[config.mk]
export PLATFORM = sky130hd
export DESIGN_NAME = crport_master
export DESIGN_NICKNAME = d
export VERILOG_FILES = /design/src/rtl/crport_pkg.sv /design/src/rtl/crport_phase.sv /design/src/rtl/crport_strobe_dec.sv /design/src/rtl/crport_master.sv
export SDC_FILE = /design/constraint.sdc
export NUM_CORES = 1
export LEC_CHECK = 0
export ABC_AREA = 1
export BUFFER_PORTS_ARGS = -buffer_cell sky130_fd_sc_hd__clkbuf_2
export CAP_MARGIN = 20
export CORE_MARGIN = 2
export CORE_UTILIZATION = 56
export DETAILED_ROUTE_END_ITERATION = 10
export HOLD_SLACK_MARGIN = 0.12
export PLACE_DENSITY_LB_ADDON = 0.05
export SLEW_MARGIN = 15
export SYNTH_ARGS = -nofsm -noshare
export SYNTH_HDL_FRONTEND = slang
export SYNTH_SLANG_ARGS = --single-unit
[constraint.sdc]
create_clock -name clk -period 3.25 [get_ports clk]
set_clock_uncertainty 0.05 [all_clocks]
set_input_delay 0.325 -clock clk [delete_from_list [all_inputs] [get_ports clk]]
set_output_delay 0.325 -clock clk [all_outputs]
set_load 0.01 [all_outputs]
[src/rtl/crport_pkg.sv]
package crport_pkg;
  localparam int NUM_STB = 4;
  localparam int SEL_W   = $clog2(NUM_STB);

  // strobe index; the decode order fixes which output pin each one drives
  typedef enum logic [SEL_W-1:0] {
    STB_CAP_ADDR = 2'd0,
    STB_CAP_DATA = 2'd1,
    STB_READ     = 2'd2,
    STB_WRITE    = 2'd3
  } stb_sel_e;

  typedef enum logic [2:0] {
    PH_IDLE, PH_RISE_WAIT, PH_RISE_GAP, PH_FALL_WAIT, PH_FALL_GAP, PH_TAIL
  } phase_st_e;

  typedef enum logic [1:0] {
    OP_IDLE, OP_ADDR, OP_CAPD, OP_XFER
  } op_st_e;
endpackage

[src/rtl/crport_phase.sv]
module crport_phase
  import crport_pkg::*;
#(
  parameter int TIMEOUT_CYC = 100,
  parameter int EDGE_GAP    = 2,
  parameter int PHASE_GAP   = 8
) (
  input  logic clk,
  input  logic rst,
  input  logic start,
  input  logic ack,
  output logic trig,
  output logic sample,
  output logic tmo,
  output logic fin
);
  localparam int MAXA = (TIMEOUT_CYC > EDGE_GAP) ? TIMEOUT_CYC : EDGE_GAP;
  localparam int MAXC = (MAXA > PHASE_GAP) ? MAXA : PHASE_GAP;
  localparam int CW   = $clog2(MAXC + 1);
  localparam logic [CW-1:0] T_LAST = CW'(TIMEOUT_CYC - 1);
  localparam logic [CW-1:0] E_LAST = CW'(EDGE_GAP - 1);
  localparam logic [CW-1:0] P_LAST = CW'(PHASE_GAP - 1);

  phase_st_e st;
  logic [CW-1:0] cnt;

  always_ff @(posedge clk) begin
    if (rst) begin
      st   <= PH_IDLE;
      cnt  <= '0;
      trig <= 1'b0;
    end else begin
      case (st)
        PH_IDLE: begin
          cnt <= '0;
          if (start) begin
            trig <= 1'b1;
            st   <= PH_RISE_WAIT;
          end
        end
        PH_RISE_WAIT:
          if (ack || cnt == T_LAST) begin
            st <= PH_RISE_GAP; cnt <= '0;
          end else cnt <= cnt + 1'b1;
        PH_RISE_GAP:
          if (cnt == E_LAST) begin
            trig <= 1'b0; st <= PH_FALL_WAIT; cnt <= '0;
          end else cnt <= cnt + 1'b1;
        PH_FALL_WAIT:
          if (!ack || cnt == T_LAST) begin
            st <= PH_FALL_GAP; cnt <= '0;
          end else cnt <= cnt + 1'b1;
        PH_FALL_GAP:
          if (cnt == E_LAST) begin
            st <= PH_TAIL; cnt <= '0;
          end else cnt <= cnt + 1'b1;
        PH_TAIL:
          if (cnt == P_LAST) begin
            st <= PH_IDLE; cnt <= '0;
          end else cnt <= cnt + 1'b1;
        default: st <= PH_IDLE;
      endcase
    end
  end

  assign sample = (st == PH_FALL_WAIT) && (!ack || cnt == T_LAST);
  assign tmo    = ((st == PH_RISE_WAIT) && !ack && cnt == T_LAST) ||
                  ((st == PH_FALL_WAIT) &&  ack && cnt == T_LAST);
  assign fin    = (st == PH_TAIL) && (cnt == P_LAST);


  no_restart_chk: assert property (@(posedge clk) disable iff (rst)
    start |-> (st == PH_IDLE));

  wait_bound_chk: assert property (@(posedge clk) disable iff (rst)
    (st == PH_RISE_WAIT || st == PH_FALL_WAIT) |-> (cnt <= T_LAST));

  drop_after_ack_chk: assert property (@(posedge clk) disable iff (rst)
    (st == PH_RISE_WAIT && ack) |=> trig);
endmodule

[src/rtl/crport_strobe_dec.sv]
module crport_strobe_dec
  import crport_pkg::*;
#(
  parameter int N = NUM_STB
) (
  input  logic                       trig,
  input  logic [$clog2(N)-1:0]       sel,
  output logic [N-1:0]               stb
);
  localparam int SW = $clog2(N);
  for (genvar i = 0; i < N; i++) begin : g_stb
    assign stb[i] = trig && (sel == SW'(i));
  end
endmodule

[src/rtl/crport_master.sv]
module crport_master
  import crport_pkg::*;
#(
  parameter int DW          = 16,
  parameter int TIMEOUT_CYC = 100,
  parameter int EDGE_GAP    = 2,
  parameter int PHASE_GAP   = 8
) (
  input  logic          clk,
  input  logic          rst,
  input  logic          req_valid,
  output logic          req_ready,
  input  logic          req_write,
  input  logic [DW-1:0] req_addr,
  input  logic [DW-1:0] req_wdata,
  output logic          done,
  output logic          timeout_err,
  output logic [DW-1:0] rd_data,
  output logic          phy_cap_addr,
  output logic          phy_cap_data,
  output logic          phy_rd,
  output logic          phy_wr,
  output logic [DW-1:0] phy_din,
  input  logic          phy_ack,
  input  logic [DW-1:0] phy_dout
);
  op_st_e        st;
  logic          op_wr, go, err_acc;
  logic [DW-1:0] wdata_q;
  stb_sel_e      sel_q;
  logic          trig, sample, tmo, fin;
  logic [NUM_STB-1:0] stb;

  crport_phase #(
    .TIMEOUT_CYC(TIMEOUT_CYC), .EDGE_GAP(EDGE_GAP), .PHASE_GAP(PHASE_GAP)
  ) u_phase (
    .clk(clk), .rst(rst), .start(go), .ack(phy_ack),
    .trig(trig), .sample(sample), .tmo(tmo), .fin(fin)
  );

  crport_strobe_dec #(.N(NUM_STB)) u_dec (
    .trig(trig), .sel(sel_q), .stb(stb)
  );

  always_ff @(posedge clk) begin
    if (rst) begin
      st          <= OP_IDLE;
      op_wr       <= 1'b0;
      go          <= 1'b0;
      err_acc     <= 1'b0;
      wdata_q     <= '0;
      sel_q       <= STB_CAP_ADDR;
      phy_din     <= '0;
      done        <= 1'b0;
      timeout_err <= 1'b0;
      rd_data     <= '0;
    end else begin
      go   <= 1'b0;
      done <= 1'b0;
      if (tmo) err_acc <= 1'b1;
      case (st)
        OP_IDLE:
          if (req_valid) begin
            op_wr       <= req_write;
            wdata_q     <= req_wdata;
            phy_din     <= req_addr;
            sel_q       <= STB_CAP_ADDR;
            err_acc     <= 1'b0;
            timeout_err <= 1'b0;
            go          <= 1'b1;
            st          <= OP_ADDR;
          end
        OP_ADDR:
          if (fin) begin
            phy_din <= op_wr ? wdata_q : '0;
            sel_q   <= STB_CAP_DATA;
            go      <= 1'b1;
            st      <= OP_CAPD;
          end
        OP_CAPD:
          if (fin) begin
            sel_q <= op_wr ? STB_WRITE : STB_READ;
            go    <= 1'b1;
            st    <= OP_XFER;
          end
        OP_XFER: begin
          if (sample && !op_wr) rd_data <= phy_dout;
          if (fin) begin
            done        <= 1'b1;
            timeout_err <= err_acc;
            st          <= OP_IDLE;
          end
        end
        default: st <= OP_IDLE;
      endcase
    end
  end

  assign req_ready    = (st == OP_IDLE);
  assign phy_cap_addr = stb[STB_CAP_ADDR];
  assign phy_cap_data = stb[STB_CAP_DATA];
  assign phy_rd       = stb[STB_READ];
  assign phy_wr       = stb[STB_WRITE];


  one_outstanding_chk: assert property (@(posedge clk) disable iff (rst)
    (req_valid && req_ready) |=> !req_ready);

  done_pulse_chk: assert property (@(posedge clk) disable iff (rst)
    done |=> !done);

  strobe_exclusive_chk: assert property (@(posedge clk) disable iff (rst)
    $onehot0({phy_cap_addr, phy_cap_data, phy_rd, phy_wr}));

  din_stable_chk: assert property (@(posedge clk) disable iff (rst)
    (phy_cap_addr || phy_cap_data || phy_rd || phy_wr) |-> $stable(phy_din));

  idle_quiet_chk: assert property (@(posedge clk) disable iff (rst)
    req_ready |-> !(phy_cap_addr || phy_cap_data || phy_rd || phy_wr));

  err_with_done_chk: assert property (@(posedge clk) disable iff (rst)
    $rose(timeout_err) |-> done);
endmodule

Word level (Yosys, flattened, before mapping). Cells that the tools add are included.

Logic and storage cells: 112. Register bits: 68. Bits of input ports: 53.

Bitwise gates (word level): 1. $add $sub $neg: 1. Eq/ne operators: 24. Multiplexer cells: 38. Reductions and logical operators: 35.

Operators by type and width (count): 16-bit two-way mux (3); 7-bit case mux with 5 select lines (1); 16-bit case mux with 2 select lines (1); 7-bit two-way mux (4); 3-bit two-way mux (6); 3-bit case mux with 6 select lines (1); 2-bit two-way mux (7); 1-bit logical AND (11); 1-bit two-way mux (10); 2-bit by 1-bit != test with 1-bit output (second input constant) (5); 2-bit != test (second input constant) (5); 3-bit AND reduction (3); 2-bit equality test (second input constant) (4); 2-bit case mux with 4 select lines (1); 4-bit AND reduction (2); 7-bit by 1-bit adder with 7-bit output (second input constant) (1); 7-bit by 1-bit equality test with 1-bit output (second input constant) (1); 7-bit by 3-bit equality test with 1-bit output (second input constant) (1); 7-bit equality test (second input constant) (1); 3-bit by 2-bit equality test with 1-bit output (second input constant) (2); 3-bit equality test (second input constant) (2); 1-bit case mux with 2 select lines (3); 2-bit case mux with 3 select lines (1); 6-bit AND reduction (1); other kinds (12) (22).

Logic depth before layout (Yosys ltp).
Depth after elaboration: 7. Gate-level depth with buffers: 11. Gate-level depth less buffers: 11.

By module. A second synthesis with hierarchy kept.

Cells, all modules: 487. Area total of the unflattened synthesis: 3424.5 µm².

By module, submodules not included: crport_master (area an instance 2606.2 µm², times used 1, cells an instance 362, sequential area each 1141.1 µm²); crport_phase (area an instance 788.3 µm², times used 1, cells an instance 117, sequential area each 220.2 µm²); crport_strobe_dec (area an instance 30.0 µm², times used 1, cells an instance 8, sequential area each 0.0 µm²).

Worst setup path before layout. No wires, ideal clock.

Kind: flip-flop to flip-flop. Start: reg st[1]. End: reg phy_din[10]. Arrival time: 1480 ps. Library setup time: 64 ps. Required time: 3136 ps. Stages on the path, launching flop included: 11. Slack: 1656 ps. Clock period less this slack: 1594 ps. Path through: dfxtp_1 -> inv_1 -> ha_1 -> buf_2 -> inv_2 -> clkbuf_1 -> nand2_1 -> nand2_1 -> nand3b_1 -> nand2_1 -> nor2_1.

Cells in the longest elaborated chain, start to end: 3. Elaborated cells on any way between the ends: 7. Those cells by class: eq/ne (3); mux (1); reduce/logical (3).

Ends and longest elaborated chain: start: declaration (line crport_master.sv:27) `op_st_e st;`; start signal: assignment (line crport_master.sv:47) `st <= OP_IDLE;`; start signal: assignment (line crport_master.sv:71) `st <= OP_ADDR;`; start signal: assignment (line crport_master.sv:78) `st <= OP_CAPD;`; 2-bit by 1-bit equality test with 1-bit output / 2-bit logical NOT (equally long branches) (line crport_master.sv:61) `case (st)`; 2-bit != test (no line) / 2-bit nonzero test (equally long branches); 3-bit AND reduction (no line); end signal: assignment (line crport_master.sv:66) `phy_din <= req_addr;`; end signal: assignment (line crport_master.sv:75) `phy_din <= op_wr ? wdata_q : '0;`; end: declaration (line crport_master.sv:23) `output logic [DW-1:0] phy_din,`.

Parallel ways exist; a longest one is shown, timed or not. A chain may end at the register's enable or synchronous reset.

Worst setup path after layout.
Start: reg st[0]. End: reg op_wr.

Cells in the longest elaborated chain, start to end: 2.

Ends and longest elaborated chain: 2-bit logical NOT (line crport_master.sv:61); 2-bit AND reduction (no line); end signal: assignment (line crport_master.sv:64) `op_wr <= req_write;`; end: declaration (line crport_master.sv:28) `logic op_wr, go, err_acc;`.

No other way between the ends.

==> results.md <==
* Routed vias/inst at ~5
* Critical Path Fanout Max at 20
* CP most frequent cell: nor2_1
* Area Overhead vs Synth at 20.40%
* Type of origin of the critical path: flop
* YS warnings at 0
* Post-CTS sizing at 0
* CP max-delay cell: clkinv_1
* Post-synth net total at 532
* Fmax at ~0.43 GHz
* Final Setup Violations at 0
* Post-synth cell types at 27
* Worst Path Arrival at 2.53 ns
* Number of global-route vias before repair at 3034
* Initial antenna violation count at 0
* Die Span X at around 80 um
* TritonCTS buffer count at 9
* Critical Path RT at 3.43 ns
* Pwr/cell area at 767.8 mW/mm^2
* Syn_area_per_cell at approximately 6.9 sq um
* TNS Setup at 0 ns
* R2R Setup Slk at 0.90 ns
* Die area at 0.006466 sq mm
* Drt drc at 0
* H-tree Lvls at 3
* Critical Path Sink Type: flop
* Status: finished clean
* # port buffers at 91
* Minimum clock period at between 2 and 2.5 ns
* Layout cell share with drive strength beyond 1 at 0.2143
* Hold-fix buffers, CTS at 0
* Critical Setup Path Class: reg2reg
* Routed Antenna Nets at 0
* Actual slew at the worst max-slew pin at about 0.76 ns
* CTS Root Cell: clkbuf_8
* Final Power at between 3 and 4 mW
* Cells after synthesis at 473
* Core Area at between 0.005 and 0.006 sq mm
* Ant diodes at 0
* Worst-skew pair later-pin latency at approximately 0.35 ns
* Final hold violation count at 0
* Vias at 3246
* Rel. slew slack at 0.4936
* Unrepaired setup endpoints after global routing: no
* Hold WC Path Type: in2reg
* Total of max-cap violations at 0
* Max clock buf depth at 2
* Pins Over Slew Limit at 0
* FF+latch count, synth at between 60 and 70
* Global-route wire length before repair at roughly 13 mm
* WL/cell at about 12 um
* Sequential-to-total area share from yosys stat at 0.4164
* First DRT Iteration DRCs at roughly 190
* Rows at 27
* CTS tree: built
* Clock transition at path regs at 0.08 ns
* Pre-antenna DRT Iters at 4
* Io pins at 92
* Critical-path cell list: inv_1, ha_1, nand2_1, clkinv_1, nor2_1, nor2_1
* Fillers at 487
* Die Height at 80.41 um
* Routability cong. at ~0.81
* Synthesized area at roughly 0.0033 sq mm
* Final net count at about 610
* Max VDD drop at 0.3911 mV
* Period Utilization, post-route at 0.7227
* Post-DP HPWL at about 5.4 mm
* Starting Density at 0.5865
* GR Util All Layers at 0.2524
* Static leakage power at ~1.9 nW
* GRT overflow at 0
* Largest net degree at the start of global routing at 33
* CP peak stage delay at between 0.6 and 0.7 ns
* Clock sink count at 68
* Routed WL at 7.680 mm
* Post-CTS Setup Bufs at 0
[registers in the layout (all words and copies together) (netlist names)]
| signal | cells |
|---|---|
| done | 1 |
| err_acc | 1 |
| go | 1 |
| op_wr | 1 |
| phy_din | 16 |
| rd_data | 16 |
| sel_q | 2 |
| st | 2 |
| timeout_err | 1 |
| u_phase.cnt | 7 |
| u_phase.st | 3 |
| u_phase.trig | 1 |
| wdata_q | 16 |
[layout by cell type, fill, tap and decap left out, types with 2 or more instances in the layout]
cell type,n
xor2_1,3
nor3_4,2
clkbuf_2,91
nand3b_1,18
a21oi_1,36
clkinv_4,2
nand2_2,2
nand2_1,115
nor2_1,87
buf_4,3
inv_1,24
nor3_1,8
nand3_1,44
o21ai_0,20
bufinv_16,2
ha_1,6
inv_2,4
clkbuf_8,10
nand4_1,4
clkinv_1,2
dfxtp_1,68
[per-layer routing]
layer,vias to the layer above,GRT usage,routed length [um]
li1,1695,-,-
met1,1437,0.3035,3543
met2,100,0.4375,3523
met3,14,0.05843,492
met4,0,0.09322,120
met5,-,0,0
[metrics by stage]
stage	cells	hold slack (ns)	setup WS, ns	area (sq um)	utilization
2_1_floorplan	473	0.3535	1.656	3269	-
3_3_place_gp	616	0.3975	0.9053	3710	0.6655
3_5_place_dp	616	0.4024	0.9122	3710	0.6655
4_1_cts	632	0.1552	0.9121	3936	0.7062
5_1_grt	632	0.1812	0.6359	3936	0.7062
6_report	632	0.1642	0.9012	3936	0.7062
[logic make-up after synthesis]
family          share of synthesized area
xor+xnor                          0.01072
simple gates                       0.3773
buf+inv                           0.07348
flops                              0.4164
fa+ha+maj                         0.02296
compound gates                    0.09912
[critical path, delay by kind of cell (launching register included)]
kind | cells | cell delay (ns)
fa+ha+maj | 1 | 0.27
flops | 1 | 0.38
simple gates | 3 | 0.81
buf+inv | 2 | 0.73
[cell type report]
type                    instances  area (sq um)  share of cell area
clock buffers                  11         141.4             0.03592
well taps                      72         90.09             0.02289
inverters                      30         112.6             0.02861
repair buffers                 94         478.0              0.1214
flip-flops and latches         68          1361              0.3458
multi-input cells             352          1668              0.4237
clock inverters                 5         85.08             0.02161
[power by group]
part / internal (mW) / total [mW] / switching (mW)
sequential: 1.00 / 1.14 / 0.131
combinational: 0.400 / 1.11 / 0.709
clock: 0.456 / 0.778 / 0.323
total: 1.86 / 3.02 / 1.16
[worst paths after layout]
check,start,to,cells after the start
worst max-delay path,st[0],op_wr,6
worst min-delay path,req_wdata[14],wdata_q[14],3
worst max register to register,st[0],op_wr,6
worst min register to register,rd_data[15],rd_data[15],2
[synthesized netlist by cell type]
| cell type | count | share of area |
|---|---|---|
| o21ai_2 | 1 | 0.0027 |
| nor3_1 | 8 | 0.012 |
| buf_6 | 5 | 0.017 |
| o21ai_1 | 1 | 0.0015 |
| xor2_1 | 3 | 0.0080 |
| nand4_1 | 4 | 0.0077 |
| clkbuf_1 | 13 | 0.015 |
| nand3_1 | 44 | 0.067 |
| a31oi_1 | 1 | 0.0019 |
| xnor2_1 | 1 | 0.0027 |
| clkinv_1 | 2 | 0.0023 |
| buf_1 | 2 | 0.0023 |
| inv_2 | 4 | 0.0046 |
| nand3_2 | 1 | 0.0031 |
| a211oi_1 | 1 | 0.0023 |
| a21oi_1 | 36 | 0.055 |
| nor2_1 | 87 | 0.10 |
| nand2_1 | 115 | 0.13 |
| buf_2 | 3 | 0.0046 |
| ha_1 | 6 | 0.023 |
| o21ai_4 | 1 | 0.0050 |
| o21ai_0 | 20 | 0.031 |
| nand2_2 | 2 | 0.0038 |
| inv_1 | 24 | 0.028 |
| dfxtp_1 | 68 | 0.42 |
| nand3b_1 | 18 | 0.041 |
| nor3_4 | 2 | 0.0099 |
Power figures use the tool's default switching activity.
